$ cat config.mk
export PLATFORM = sky130hd
export DESIGN_NAME = pcm_serial_tx
export DESIGN_NICKNAME = d
export VERILOG_FILES = /design/src/rtl/pcm_tx_pkg.sv /design/src/rtl/pcm_cfg_reg.sv /design/src/rtl/pcm_frame_timer.sv /design/src/rtl/pcm_slot_shifter.sv /design/src/rtl/pcm_serial_tx.sv
export SDC_FILE = /design/constraint.sdc
export NUM_CORES = 1
export LEC_CHECK = 0
export CORE_MARGIN = 2
export CORE_UTILIZATION = 58
export CTS_BUF_LIST = sky130_fd_sc_hd__clkbuf_2 sky130_fd_sc_hd__clkbuf_4 sky130_fd_sc_hd__clkbuf_8
export DETAILED_ROUTE_END_ITERATION = 12
export PLACE_DENSITY = 0.88
export SYNTH_ARGS = -nofsm -noshare
export SYNTH_HDL_FRONTEND = slang
export SYNTH_SLANG_ARGS = --single-unit
$ cat constraint.sdc
create_clock -name clk -period 7.02 [get_ports clk]
set_clock_uncertainty 0.1 [all_clocks]
set_input_delay 1.404 -clock clk [delete_from_list [all_inputs] [get_ports clk]]
set_output_delay 1.404 -clock clk [all_outputs]
set_load 0.005 [all_outputs]
$ cat src/rtl/pcm_tx_pkg.sv
package pcm_tx_pkg;
  localparam int LIN_W  = 14;
  localparam int COMP_W = 8;
  localparam int POS_W  = 8;
  localparam int N_CH   = 2;

  // register layout, bit 7 down to bit 0
  typedef struct packed {
    logic filt1;
    logic filt2;
    logic mclk_hi;
    logic short_fs;
    logic linear;
    logic alaw;
    logic run2;
    logic run1;
  } pcm_cfg_t;

  // idle code, left-justified in the linear width
  function automatic logic [LIN_W-1:0] idle_word(input logic linear, input logic alaw);
    if (linear) return '0;
    return {(alaw ? 8'hD5 : 8'hFF), {(LIN_W-COMP_W){1'b0}}};
  endfunction

  // live sample, left-justified in the linear width
  function automatic logic [LIN_W-1:0] live_word(input logic linear, input logic [LIN_W-1:0] smp);
    if (linear) return smp;
    return {smp[COMP_W-1:0], {(LIN_W-COMP_W){1'b0}}};
  endfunction
endpackage

$ cat src/rtl/pcm_cfg_reg.sv
module pcm_cfg_reg
  import pcm_tx_pkg::*;
(
  input  logic     clk,
  input  logic     rst,
  input  logic     we,
  input  logic [7:0] wdata,
  output pcm_cfg_t cfg
);
  always_ff @(posedge clk) begin
    if (rst)     cfg <= '0;
    else if (we) cfg <= pcm_cfg_t'(wdata);
  end
endmodule

$ cat src/rtl/pcm_frame_timer.sv
module pcm_frame_timer #(
  parameter int PW = 8
) (
  input  logic          clk,
  input  logic          rst,
  input  logic          fsync,
  input  logic          short_mode,
  output logic [PW-1:0] pos,
  output logic          pos_vld
);
  logic          fs_q, fs_qq, run_q;
  logic [PW-1:0] cnt_q;
  logic          start;

  assign start = short_mode ? (fs_q & ~fs_qq) : (fsync & ~fs_q);

  always_comb begin
    if (start) begin
      pos     = '0;
      pos_vld = 1'b1;
    end else if (run_q && cnt_q != '1) begin
      pos     = cnt_q + 1'b1;
      pos_vld = 1'b1;
    end else begin
      pos     = cnt_q;
      pos_vld = 1'b0;
    end
  end

  always_ff @(posedge clk) begin
    if (rst) begin
      fs_q  <= 1'b0;
      fs_qq <= 1'b0;
      cnt_q <= '0;
      run_q <= 1'b0;
    end else begin
      fs_q  <= fsync;
      fs_qq <= fs_q;
      cnt_q <= pos;
      run_q <= pos_vld;
    end
  end
endmodule

$ cat src/rtl/pcm_slot_shifter.sv
module pcm_slot_shifter #(
  parameter int PW = 8,
  parameter int LW = 14,
  parameter int CW = 8
) (
  input  logic          clk,
  input  logic          rst,
  input  logic [PW-1:0] pos,
  input  logic          pos_vld,
  input  logic [PW-1:0] start_ofs,
  input  logic          linear,
  input  logic [LW-1:0] word,
  output logic          bit_o,
  output logic          act_o
);
  localparam logic [PW-1:0] LEN_LIN  = PW'(LW);
  localparam logic [PW-1:0] LEN_COMP = PW'(CW);

  logic [LW-1:0] sh_q;
  logic [PW-1:0] diff, len;
  logic          first;

  assign len   = linear ? LEN_LIN : LEN_COMP;
  assign diff  = pos - start_ofs;
  assign act_o = pos_vld && (pos >= start_ofs) && (diff < len);
  assign first = act_o && (diff == '0);
  assign bit_o = first ? word[LW-1] : sh_q[LW-1];

  always_ff @(posedge clk) begin
    if (rst)        sh_q <= '0;
    else if (first) sh_q <= word << 1;
    else if (act_o) sh_q <= sh_q << 1;
  end
endmodule

$ cat src/rtl/pcm_serial_tx.sv
module pcm_serial_tx
  import pcm_tx_pkg::*;
#(
  parameter int PW = POS_W,
  parameter int LW = LIN_W,
  parameter int CW = COMP_W
) (
  input  logic          clk,
  input  logic          rst,
  input  logic          pwr_down,
  input  logic          cfg_we,
  input  logic [7:0]    cfg_wdata,
  output logic [7:0]    cfg_rdata,
  input  logic          fsync,
  input  logic [PW-1:0] ch1_start,
  input  logic [PW-1:0] ch2_start,
  input  logic [LW-1:0] ch1_sample,
  input  logic [LW-1:0] ch2_sample,
  output logic          pcm_out,
  output logic          pcm_oe
);
  pcm_cfg_t      cfg;
  logic [PW-1:0] pos;
  logic          pos_vld;
  logic [LW-1:0] smp   [N_CH];
  logic [PW-1:0] ofs   [N_CH];
  logic [LW-1:0] word  [N_CH];
  logic [N_CH-1:0] run, bits, act;

  assign smp[0] = ch1_sample;
  assign smp[1] = ch2_sample;
  assign ofs[0] = ch1_start;
  assign ofs[1] = ch2_start;
  assign run    = {cfg.run2, cfg.run1};
  assign cfg_rdata = cfg;

  pcm_cfg_reg u_reg (
    .clk(clk), .rst(rst), .we(cfg_we), .wdata(cfg_wdata), .cfg(cfg)
  );

  pcm_frame_timer #(.PW(PW)) u_tmr (
    .clk(clk), .rst(rst), .fsync(fsync), .short_mode(cfg.short_fs),
    .pos(pos), .pos_vld(pos_vld)
  );

  for (genvar c = 0; c < N_CH; c++) begin : g_ch
    // power-down overrides the per-channel run bit
    assign word[c] = (pwr_down || !run[c]) ? idle_word(cfg.linear, cfg.alaw)
                                           : live_word(cfg.linear, smp[c]);
    pcm_slot_shifter #(.PW(PW), .LW(LW), .CW(CW)) u_sh (
      .clk(clk), .rst(rst), .pos(pos), .pos_vld(pos_vld),
      .start_ofs(ofs[c]), .linear(cfg.linear), .word(word[c]),
      .bit_o(bits[c]), .act_o(act[c])
    );
  end

  always_ff @(posedge clk) begin
    if (rst) begin
      pcm_out <= 1'b0;
      pcm_oe  <= 1'b0;
    end else if (act[0]) begin
      pcm_out <= bits[0];
      pcm_oe  <= 1'b1;
    end else if (act[1]) begin
      pcm_out <= bits[1];
      pcm_oe  <= 1'b1;
    end else begin
      pcm_out <= 1'b0;
      pcm_oe  <= 1'b0;
    end
  end
endmodule


# Word level (Yosys, flattened, before mapping)
# Index checks and enable logic that the tools add are counted.
# word_totals
ff_bits	47
input_bits	57
output_inout_bits	10
elab_cells	69
# op_classes
addsub	3
magnitude_cmp	4
eq_ne	1
muxes	26
n_bitwise	4
reduce_logical	15
# op_table
op	n
14-bit 2-to-1 mux	12
8-bit >= comparator	2
8-bit zero test	2
8-bit less-than comparator	2
8-bit 2-to-1 mux	2
8-bit subtractor	2
1-bit 2-to-1 mux	10
8-bit by 1-bit adder with 8-bit output, second input constant	1
8-bit inequality test, second input constant	1
1-bit logical AND	7
6-bit 2-to-1 mux	1
2-bit nonzero test	2
3-bit 2-to-1 mux	1
1-bit AND	2
1-bit zero test	2
1-bit logical OR	2
1-bit inverter	2

# Longest topological paths before layout
# Gate-level depths: netlist of the first run.
# logic_depth
ltp_word	11
ltp_mapped	21
mapped_depth_nobuf	19

# Modules after synthesis
# From an unflattened synthesis of the first run, not the netlist that was laid out.
# unflattened
cells_unflattened	443
area_unflattened_um2	3878.7
# by_module_without_submodules
module	instances	cells_each	area_each_um2	seq_area_each_um2
pcm_slot_shifter at g_ch[0].u_sh	1	125	1238.7	260.2
pcm_slot_shifter at g_ch[1].u_sh	1	137	1193.6	260.2
pcm_frame_timer	1	74	665.6	220.2
pcm_serial_tx	1	81	495.5	40.0
pcm_cfg_reg	1	26	285.3	160.2

# Worst setup path before layout of the first run
# Ideal clock, no wire load.
# synth_timing
path_type	input to register
startpoint	input port fsync
endpoint	register g_ch[0].u_sh.sh_q[6]
setup_time_ps	71
t_arrival_ps	4600
required_time_ps	6849
slack_ps	2249
path_stages	16
path_buffers	3
cell_sequence	or3b_4 > nand2_4 > clkbuf_1 > nor2_1 > ha_1 > xnor2_1 > ha_1 > a21oi_1 > nor2_1 > nor2_1 > o21ai_1 > or4_1 > buf_2 > buf_6 > a21o_1 > a21oi_1
# synth_between
elab_chain_len	8
elab_cells_between_ends	13
cone_classes	add/sub: 1; order compare: 2; mux: 4; bitwise: 1; reduce/logical: 5
# synth_lines
element	line	text
from (decl)	pcm_serial_tx.sv:14	input logic fsync,
1-bit AND (*)	pcm_frame_timer.sv:15	assign start = short_mode ? (fs_q & ~fs_qq) : (fsync & ~fs_q);
1-bit 2-to-1 mux (*)	pcm_frame_timer.sv:15	
8-bit 2-to-1 mux (*)	pcm_frame_timer.sv:18	if (start) begin
via g_ch[0].u_sh.pos[2]	pcm_slot_shifter.sv:8	input logic [PW-1:0] pos,
8-bit subtractor or 8-bit >= comparator (tied branches)	pcm_slot_shifter.sv:24, pcm_slot_shifter.sv:25	
8-bit less-than comparator or 1-bit logical AND (tied branches)	pcm_slot_shifter.sv:25	assign act_o = pos_vld && (pos >= start_ofs) && (diff < len);
1-bit logical AND	pcm_slot_shifter.sv:25	
1-bit logical AND	pcm_slot_shifter.sv:26	assign first = act_o && (diff == '0);
14-bit 2-to-1 mux or 2-bit nonzero test (tied branches)	n/a	
to (signal assigned)	pcm_slot_shifter.sv:31	else if (first) sh_q <= word << 1;
to (signal assigned)	pcm_slot_shifter.sv:32	else if (act_o) sh_q <= sh_q << 1;
to (decl)	pcm_slot_shifter.sv:19	logic [LW-1:0] sh_q;
# Mark *: on every way through the listed nets, which the timed path passes. The rest lies on a longest branch.
# A chain may end at the register's enable or synchronous reset.

# Worst setup path in the final report of the first run
# layout_timing
startpoint	input port fsync
endpoint	register g_ch[0].u_sh.sh_q[1]
# layout_between
elab_chain_len	8
elab_cells_between_ends	13
cone_classes	add/sub: 1; order compare: 2; mux: 4; bitwise: 1; reduce/logical: 5
# layout_lines
element	line
1-bit AND (*)	pcm_frame_timer.sv:15
1-bit 2-to-1 mux (*)	pcm_frame_timer.sv:15
8-bit 2-to-1 mux	pcm_frame_timer.sv:18
8-bit subtractor or 8-bit >= comparator (tied branches)	pcm_slot_shifter.sv:24, pcm_slot_shifter.sv:25
8-bit less-than comparator or 1-bit logical AND (tied branches)	pcm_slot_shifter.sv:25
1-bit logical AND	pcm_slot_shifter.sv:25
1-bit logical AND	pcm_slot_shifter.sv:26
14-bit 2-to-1 mux or 2-bit nonzero test (tied branches)	n/a
# Mark *: on every way between the ends. The rest lies on a longest branch, timed or not.

==> results.txt, run 1 <==
synthesized netlist net count: 535
ratio of final minimum period to clock period: 77.42%
sequential cell area fraction in the yosys report: 27.56%
number of hold buffers added after cts: 0
cell-internal power: 455.7 uW
startpoint-to-endpoint class of the critical path: input pin to flop
switching fraction of total power: 27.45%
Post-Syn Area per Cell: 7.472 um^2
number of nets in the finished design: 583
Horiz. Die Dim: 80.73 um
xor and xnor area share after synthesis: 2.309%
multiplexer fraction of the synthesized cell area: 5.387%
static leakage: 1.606 nW
switching power: 172.4 uW
port bufs: 66
average wire per standard cell: 15.22 um
number of flops mapped to enable cells by yosys: 0
unrepaired setup endpoints after global routing: false
status: complete, no violations
number of buffers added by the clock tree synthesis step: 5
final worst slack: 1.585 ns
fraction of post-synthesis cell area in the top cell type by area: 27.56%
HP Class: flop to flop
vias post-DR: 3,495
fraction of the mapped netlist area in simple logic gates: 26.64%
sequential cell fraction of total power: 43.7%
proportion of power drawn by the clock network: 34.1%
total congestion overflow: 0
clock latency of the later-clocked register in the worst-skew pair: 0.30 ns
effective utilization at floorplan: 60.89%
synthesized-area fraction occupied by adder cells: 7.695%
number of instances resized during post-cts repair: 0
critical path capture point type: flop
final number of hold-violating endpoints: 0
number of inserted diodes: 0
number of library cell types mapped by synthesis: 61
number of H-tree levels: 2
peak per-stage delay on the critical path: 0.92 ns
Data arrival, critical path: 5.57 ns
post-detailed-routing wire length: 8799 um
reported max-cap violation count: 0
clock-pin transition on the worst setup and hold timing paths: 0.09 ns
share of final-layout standard cells stronger than drive strength 1: 4.743%
Post-CTS Repair Setup Buffers: 0
total core area: 0.005608 mm^2
share of the synthesized area in compound gates (AO/OA/AOI/OAI): 23.12%
HPWL after detailed placement: 6498 um
Combinational Power Share: 22.2%
Final setup violation count: 0
pin count of the biggest net entering global routing: 48
area of all placed cells without fillers: 0.004169 mm^2
Die Y-Extent: 80.73 um
number of nets still failing antenna checks after routing: 0
async set-reset flop share out of synthesis: 0%
Crit path buffers/inverters: 2
Tightest Pin Transition: 1.120 ns
P&R area growth vs syn: 22.10%
top fanout value on the critical path: 26
cell type group with the largest total delay on the critical path: simple AND/OR/NAND/NOR gates
dominant synthesized flop cell: sky130_fd_sc_hd__dfxtp_1
crit path max-delay cell type: sky130_fd_sc_hd__or4_1
standard cell area after detailed placement: 0.004048 mm^2
worst path required time: 7.16 ns
Final min period: 5.435 ns
CTS Root Cell: sky130_fd_sc_hd__clkbuf_8
initial antenna violation count: 0
DRC errors left: 0
row count: 27
cell type with the highest aggregate area in the netlist: sky130_fd_sc_hd__dfxtp_1
worst-case vdd ir drop: 0.1501 mV
total global-route track usage: 28.36%
power density cells: 150.7 mW/mm^2
Vias per Instance: 6.047
detailed-router iteration count before antenna repair: 4
number of filler cells placed in the layout: 438
number of sinks on the clock net: 47
Clock Tree Buf Depth: 2
Boundary Pins: 67
synthesized flop and latch total: 47
clock tree from TritonCTS: built
top area cells in the synthesized netlist: sky130_fd_sc_hd__dfxtp_1, sky130_fd_sc_hd__ha_1, sky130_fd_sc_hd__nor2_1
CP Cell Sequence: clkdlybuf4s50_1, or3b_4, and2_1, nand2_1, ha_1, inv_1, ha_1, nor2_1, xnor2_1, ha_1, a21oi_1, nor2_1, nor2_1, o21ai_1, or4_1, or2_0, a21oi_1
dominant combinational cell family by area after synthesis: simple AND/OR/NAND/NOR gates
count of mapped cells out of synthesis: 457
Total Neg Setup Slack: 0 ns
mapped cell area: 0.003415 mm^2
vias in the first global route: 3,375
Slew Viols, Final: 0
Worst setup SP type: input pin
maximum clock rate: 184.0 MHz
area enclosed by the die boundary: 0.006517 mm^2
Placement Setup Slack: 1.347 ns
Yosys Warn Count: 0
number of DRC markers in iteration 0: 267
relative slew slack: 25.20%
placer congestion estimate: 0.8877
first-pass GRT wire length: 14,740 um
-- layout by cell type, fill, tap and decap left out, types with 16 or more instances in the layout --
master	synthesis	layout
sky130_fd_sc_hd__dfxtp_1	47	47
sky130_fd_sc_hd__a21oi_1	39	39
sky130_fd_sc_hd__nor3_1	18	18
sky130_fd_sc_hd__o21ai_0	16	16
sky130_fd_sc_hd__nor2_1	64	64
sky130_fd_sc_hd__inv_1	28	28
sky130_fd_sc_hd__ha_1	21	21
sky130_fd_sc_hd__nand3_1	21	21
sky130_fd_sc_hd__nand2_1	35	35
sky130_fd_sc_hd__clkdlybuf4s50_1	0	66
-- synth_stat cells (3+ instances only) --
cell	number
sky130_fd_sc_hd__mux2_2	3
sky130_fd_sc_hd__buf_6	3
sky130_fd_sc_hd__o211ai_1	7
sky130_fd_sc_hd__o311a_1	4
sky130_fd_sc_hd__a21oi_1	39
sky130_fd_sc_hd__mux2i_1	15
sky130_fd_sc_hd__nand2_1	35
sky130_fd_sc_hd__nor2b_1	5
sky130_fd_sc_hd__a21o_1	6
sky130_fd_sc_hd__ha_1	21
sky130_fd_sc_hd__and3_1	3
sky130_fd_sc_hd__a31oi_1	6
sky130_fd_sc_hd__and2_1	5
sky130_fd_sc_hd__a211oi_1	7
sky130_fd_sc_hd__nor3_1	18
sky130_fd_sc_hd__dfxtp_1	47
sky130_fd_sc_hd__buf_2	4
sky130_fd_sc_hd__nand2b_1	12
sky130_fd_sc_hd__clkbuf_1	17
sky130_fd_sc_hd__a211o_1	4
sky130_fd_sc_hd__nand4_1	15
sky130_fd_sc_hd__nor2_1	64
sky130_fd_sc_hd__inv_1	28
sky130_fd_sc_hd__xor2_1	6
sky130_fd_sc_hd__nand3_1	21
sky130_fd_sc_hd__xnor2_1	3
sky130_fd_sc_hd__o21ai_0	16
-- metal layers --
metal / GRT usage, % / wire length (um) / up-vias
li1: - / - / 1725
met1: 35.27 / 3850 / 1623
met2: 49.42 / 4258 / 129
met3: 5.056 / 535 / 18
met4: 9.492 / 155 / 0
met5: 0 / 0 / -
-- path summary, 6_finish.rpt --
kind,from,endpoint,slack (ns),depth (start not counted)
max,fsync,g_ch[0].u_sh.sh_q[1],1.59,17
min,g_ch[0].u_sh.sh_q[2],g_ch[0].u_sh.sh_q[2],0.36,2
max reg2reg,u_tmr.cnt_q[0],g_ch[0].u_sh.sh_q[1],2.21,17
min reg2reg,g_ch[0].u_sh.sh_q[2],g_ch[0].u_sh.sh_q[2],0.36,2
-- metrics by stage --
| stage | hold WS [ns] | power [mW] | instances | utilization [%] |
|---|---|---|---|---|
| finish | 0.3553 | 0.6281 | 578 | 74.34 |
| global route | 0.3796 | 0.6580 | 578 | 74.34 |
| CTS | 0.3567 | 0.6296 | 578 | 74.34 |
| detailed placement | 0.3452 | 0.4177 | 570 | 72.18 |
| global placement | 0.3400 | 0.4128 | 570 | 72.18 |
| floorplan | 0.3322 | 0.3627 | 457 | - |
-- power groups by stage --
| stage | Sequential (mW) | Combinational, mW | Clock [mW] |
|---|---|---|---|
| floorplan | 0.280 | 0.0825 | 0 |
| global placement | 0.280 | 0.132 | 0 |
| detailed placement | 0.281 | 0.137 | 0 |
| CTS | 0.275 | 0.138 | 0.217 |
| global route | 0.275 | 0.154 | 0.229 |
| finish | 0.275 | 0.139 | 0.214 |
-- kinds of logic after synthesis --
kind of cell | Yosys count
buffers and inverters | 57
adders and majority gates | 21
AOI/OAI and AO/OA | 116
xor gates and xnor gates | 9
muxes | 18
and+or+nand+nor | 189
DFF | 47
-- worst register-to-register path: stages (launching register included) --
cell and delay [ns]:
sky130_fd_sc_hd__dfxtp_1 0.37, sky130_fd_sc_hd__ha_1 0.27, sky130_fd_sc_hd__nand3_1 0.13, sky130_fd_sc_hd__nor2_1 0.05, sky130_fd_sc_hd__nor2_1 0.38, sky130_fd_sc_hd__nand2_1 0.13, sky130_fd_sc_hd__xor2_1 0.17, sky130_fd_sc_hd__nor2_1 0.31
sky130_fd_sc_hd__ha_1 0.34, sky130_fd_sc_hd__xnor2_1 0.34, sky130_fd_sc_hd__ha_1 0.30, sky130_fd_sc_hd__a21oi_1 0.18, sky130_fd_sc_hd__nor2_1 0.06, sky130_fd_sc_hd__nor2_1 0.10, sky130_fd_sc_hd__o21ai_1 0.06, sky130_fd_sc_hd__or4_1 0.92
sky130_fd_sc_hd__or2_0 0.38, sky130_fd_sc_hd__a21oi_1 0.15
-- state kept, by name, indices dropped and copies added (netlist names) --
| signal | flops |
|---|---|
| u_tmr.fs_q | 1 |
| pcm_oe | 1 |
| pcm_out | 1 |
| u_reg.cfg | 8 |
| u_tmr.cnt_q | 8 |
| u_tmr.fs_qq | 1 |
| u_tmr.run_q | 1 |
| g_ch.u_sh.sh_q | 26 |
-- final cells by class --
type / count / area [um^2] / share of cell area (%)
clock buffers: 6 / 82.58 / 1.981
clock inverters: 2 / 38.79 / 0.9304
inverters: 29 / 108.9 / 2.611
multi-input cells: 353 / 2225 / 53.36
flip-flops and latches: 47 / 940.9 / 22.57
well taps: 72 / 90.09 / 2.161
repair buffers: 69 / 683.2 / 16.39
Note: power is estimated with default switching activity, not from simulation.
==> inputs of run 2 (changes only) <==
CORE_UTILIZATION = 54   (was 58)
PLACE_DENSITY = 0.83   (was 0.88)
clock period = 5.7 ns   (was 7.02 ns; I/O delays follow)
==> run 2 against run 1 <==
  * First-iteration DRC count decreased by 12%
  * Highest routed layer unchanged
  * Critical path depth decreased by 2
  * Register-to-register slack got worse by 1.0 ns
==> results.txt, run 2 (synthesis gave the netlist of run 1 again) <==
Hold Path Cell Cnt: 2
worst path required time: 5.77 ns
Regs by FF count: g_ch.u_sh.sh_q (26), u_reg.cfg (8), u_tmr.cnt_q (8)
Slew Viols, Final: 0
static leakage: 1.614 nW
total design power: 754.7 uW
worst-case vdd ir drop: 0.1454 mV
post-detailed-routing wire length: 8594 um
Tightest Pin Transition: 0.7406 ns
number of filler cells placed in the layout: 516
P&R area growth vs syn: 22.65%
area enclosed by the die boundary: 0.006976 mm^2
status: complete, no violations
placer congestion estimate: 0.8735
share of final-layout standard cells stronger than drive strength 1: 5.305%
critical path capture point type: flop
clock-pin transition on the worst setup and hold timing paths: 0.09 ns
most frequent standard cell in the layout excluding fill and tap cells: sky130_fd_sc_hd__clkdlybuf4s50_1
pin count of the biggest net entering global routing: 48
number of buffers added by the clock tree synthesis step: 5
number of inserted diodes: 0
total global-route track usage: 24.66%
final worst slack: 0.7913 ns
relative slew slack: 50.41%
HPWL after detailed placement: 6276 um
DRC errors left: 0
Placement Setup Slack: 0.4808 ns
number of sinks on the clock net: 47
HP Class: flop to flop
total congestion overflow: 0
row count: 28
Total Neg Setup Slack: 0 ns
port bufs: 66
number of nets in the finished design: 587
detailed-router iteration count before antenna repair: 5
maximum clock rate: 203.7 MHz
unrepaired setup endpoints after global routing: false
initial antenna violation count: 0
worst reg2reg path depth: 17
Worst setup SP type: input pin
number of DRC markers in iteration 0: 235
number of H-tree levels: 2
ratio of final minimum period to clock period: 86.12%
number of instances resized during post-cts repair: 0
most flop-heavy register: g_ch.u_sh.sh_q
number of hold buffers added after cts: 0
flip-flop count of the largest register, all copies and words added: 26
top fanout value on the critical path: 20
Final setup violation count: 0
power density cells: 180.2 mW/mm^2
Final min period: 4.909 ns
Post-CTS Repair Setup Buffers: 0
commonest cells after routing, fill and taps aside: sky130_fd_sc_hd__clkdlybuf4s50_1, sky130_fd_sc_hd__nor2_1, sky130_fd_sc_hd__dfxtp_1
clock tree from TritonCTS: built
first-pass GRT wire length: 14,780 um
vias in the first global route: 3,322
Horiz. Die Dim: 83.52 um
number of nets still failing antenna checks after routing: 0
Clock Tree Buf Depth: 2
total core area: 0.006026 mm^2
CTS Root Cell: sky130_fd_sc_hd__clkbuf_8
average wire per standard cell: 14.72 um
Boundary Pins: 67
final number of hold-violating endpoints: 0
startpoint-to-endpoint class of the critical path: input pin to flop
effective utilization at floorplan: 56.67%
reported max-cap violation count: 0
vias post-DR: 3,455
Vias per Instance: 5.916
clock latency of the later-clocked register in the worst-skew pair: 0.30 ns
Data arrival, critical path: 4.98 ns
Die Y-Extent: 83.52 um
## run 2: critical path, cell delays in order
cell and delay [ns]:
sky130_fd_sc_hd__clkdlybuf4s50_1 0.41, sky130_fd_sc_hd__or3b_4 0.26, sky130_fd_sc_hd__nand2_4 0.13, sky130_fd_sc_hd__a211oi_1 0.52, sky130_fd_sc_hd__nor2_1 0.10, sky130_fd_sc_hd__ha_1 0.25, sky130_fd_sc_hd__or3_1 0.36, sky130_fd_sc_hd__and2_1 0.17
sky130_fd_sc_hd__ha_1 0.26, sky130_fd_sc_hd__o21ai_0 0.08, sky130_fd_sc_hd__nand2b_1 0.10, sky130_fd_sc_hd__a211oi_1 0.30, sky130_fd_sc_hd__o211a_1 0.58, sky130_fd_sc_hd__o311a_1 0.27, sky130_fd_sc_hd__nor3_1 0.05
## run 2: worst paths after layout
check / startpoint / endpoint / slack [ns]
worst max-delay path: fsync / g_ch[1].u_sh.sh_q[9] / 0.79
worst min-delay path: g_ch[1].u_sh.sh_q[1] / g_ch[1].u_sh.sh_q[1] / 0.35
worst min register to register: g_ch[1].u_sh.sh_q[1] / g_ch[1].u_sh.sh_q[1] / 0.35
worst max register to register: u_tmr.cnt_q[0] / g_ch[1].u_sh.sh_q[9] / 1.21
## run 2: power by group
part / leakage, nW / switching (mW) / internal (mW) / total, mW
Sequential: 0.381 / 0.00490 / 0.334 / 0.338
Combinational: 1.18 / 0.0876 / 0.0845 / 0.172
Clock: 0.0502 / 0.116 / 0.128 / 0.244
## run 2: metrics by stage
step	utilization [%]	hold WS [ns]	instance area [um^2]	std cells
floorplan	-	0.3322	3415	457
global placement	67.73	0.3381	4081	577
detailed placement	67.73	0.3434	4081	577
CTS	69.50	0.3548	4188	584
global route	69.50	0.3775	4188	584
finish	69.50	0.3546	4188	584
## run 2: area by class of cell
class	count	area [um^2]	share of cell area, %
multi-input cells	353	2225	53.12
flip-flops and latches	47	940.9	22.47
repair buffers	73	713.2	17.03
inverters	29	108.9	2.599
well taps	75	93.84	2.241
clock buffers	5	68.82	1.643
clock inverters	2	37.54	0.8963
## run 2: metal layers
metal  global-route usage [%]  up-vias  routed length, um
li1                         -     1734                  -
met1                    33.23     1605               3964
met2                    42.30      106               4061
met3                    3.264       10                486
met4                    5.279        0                 82
met5                        0        -                  0
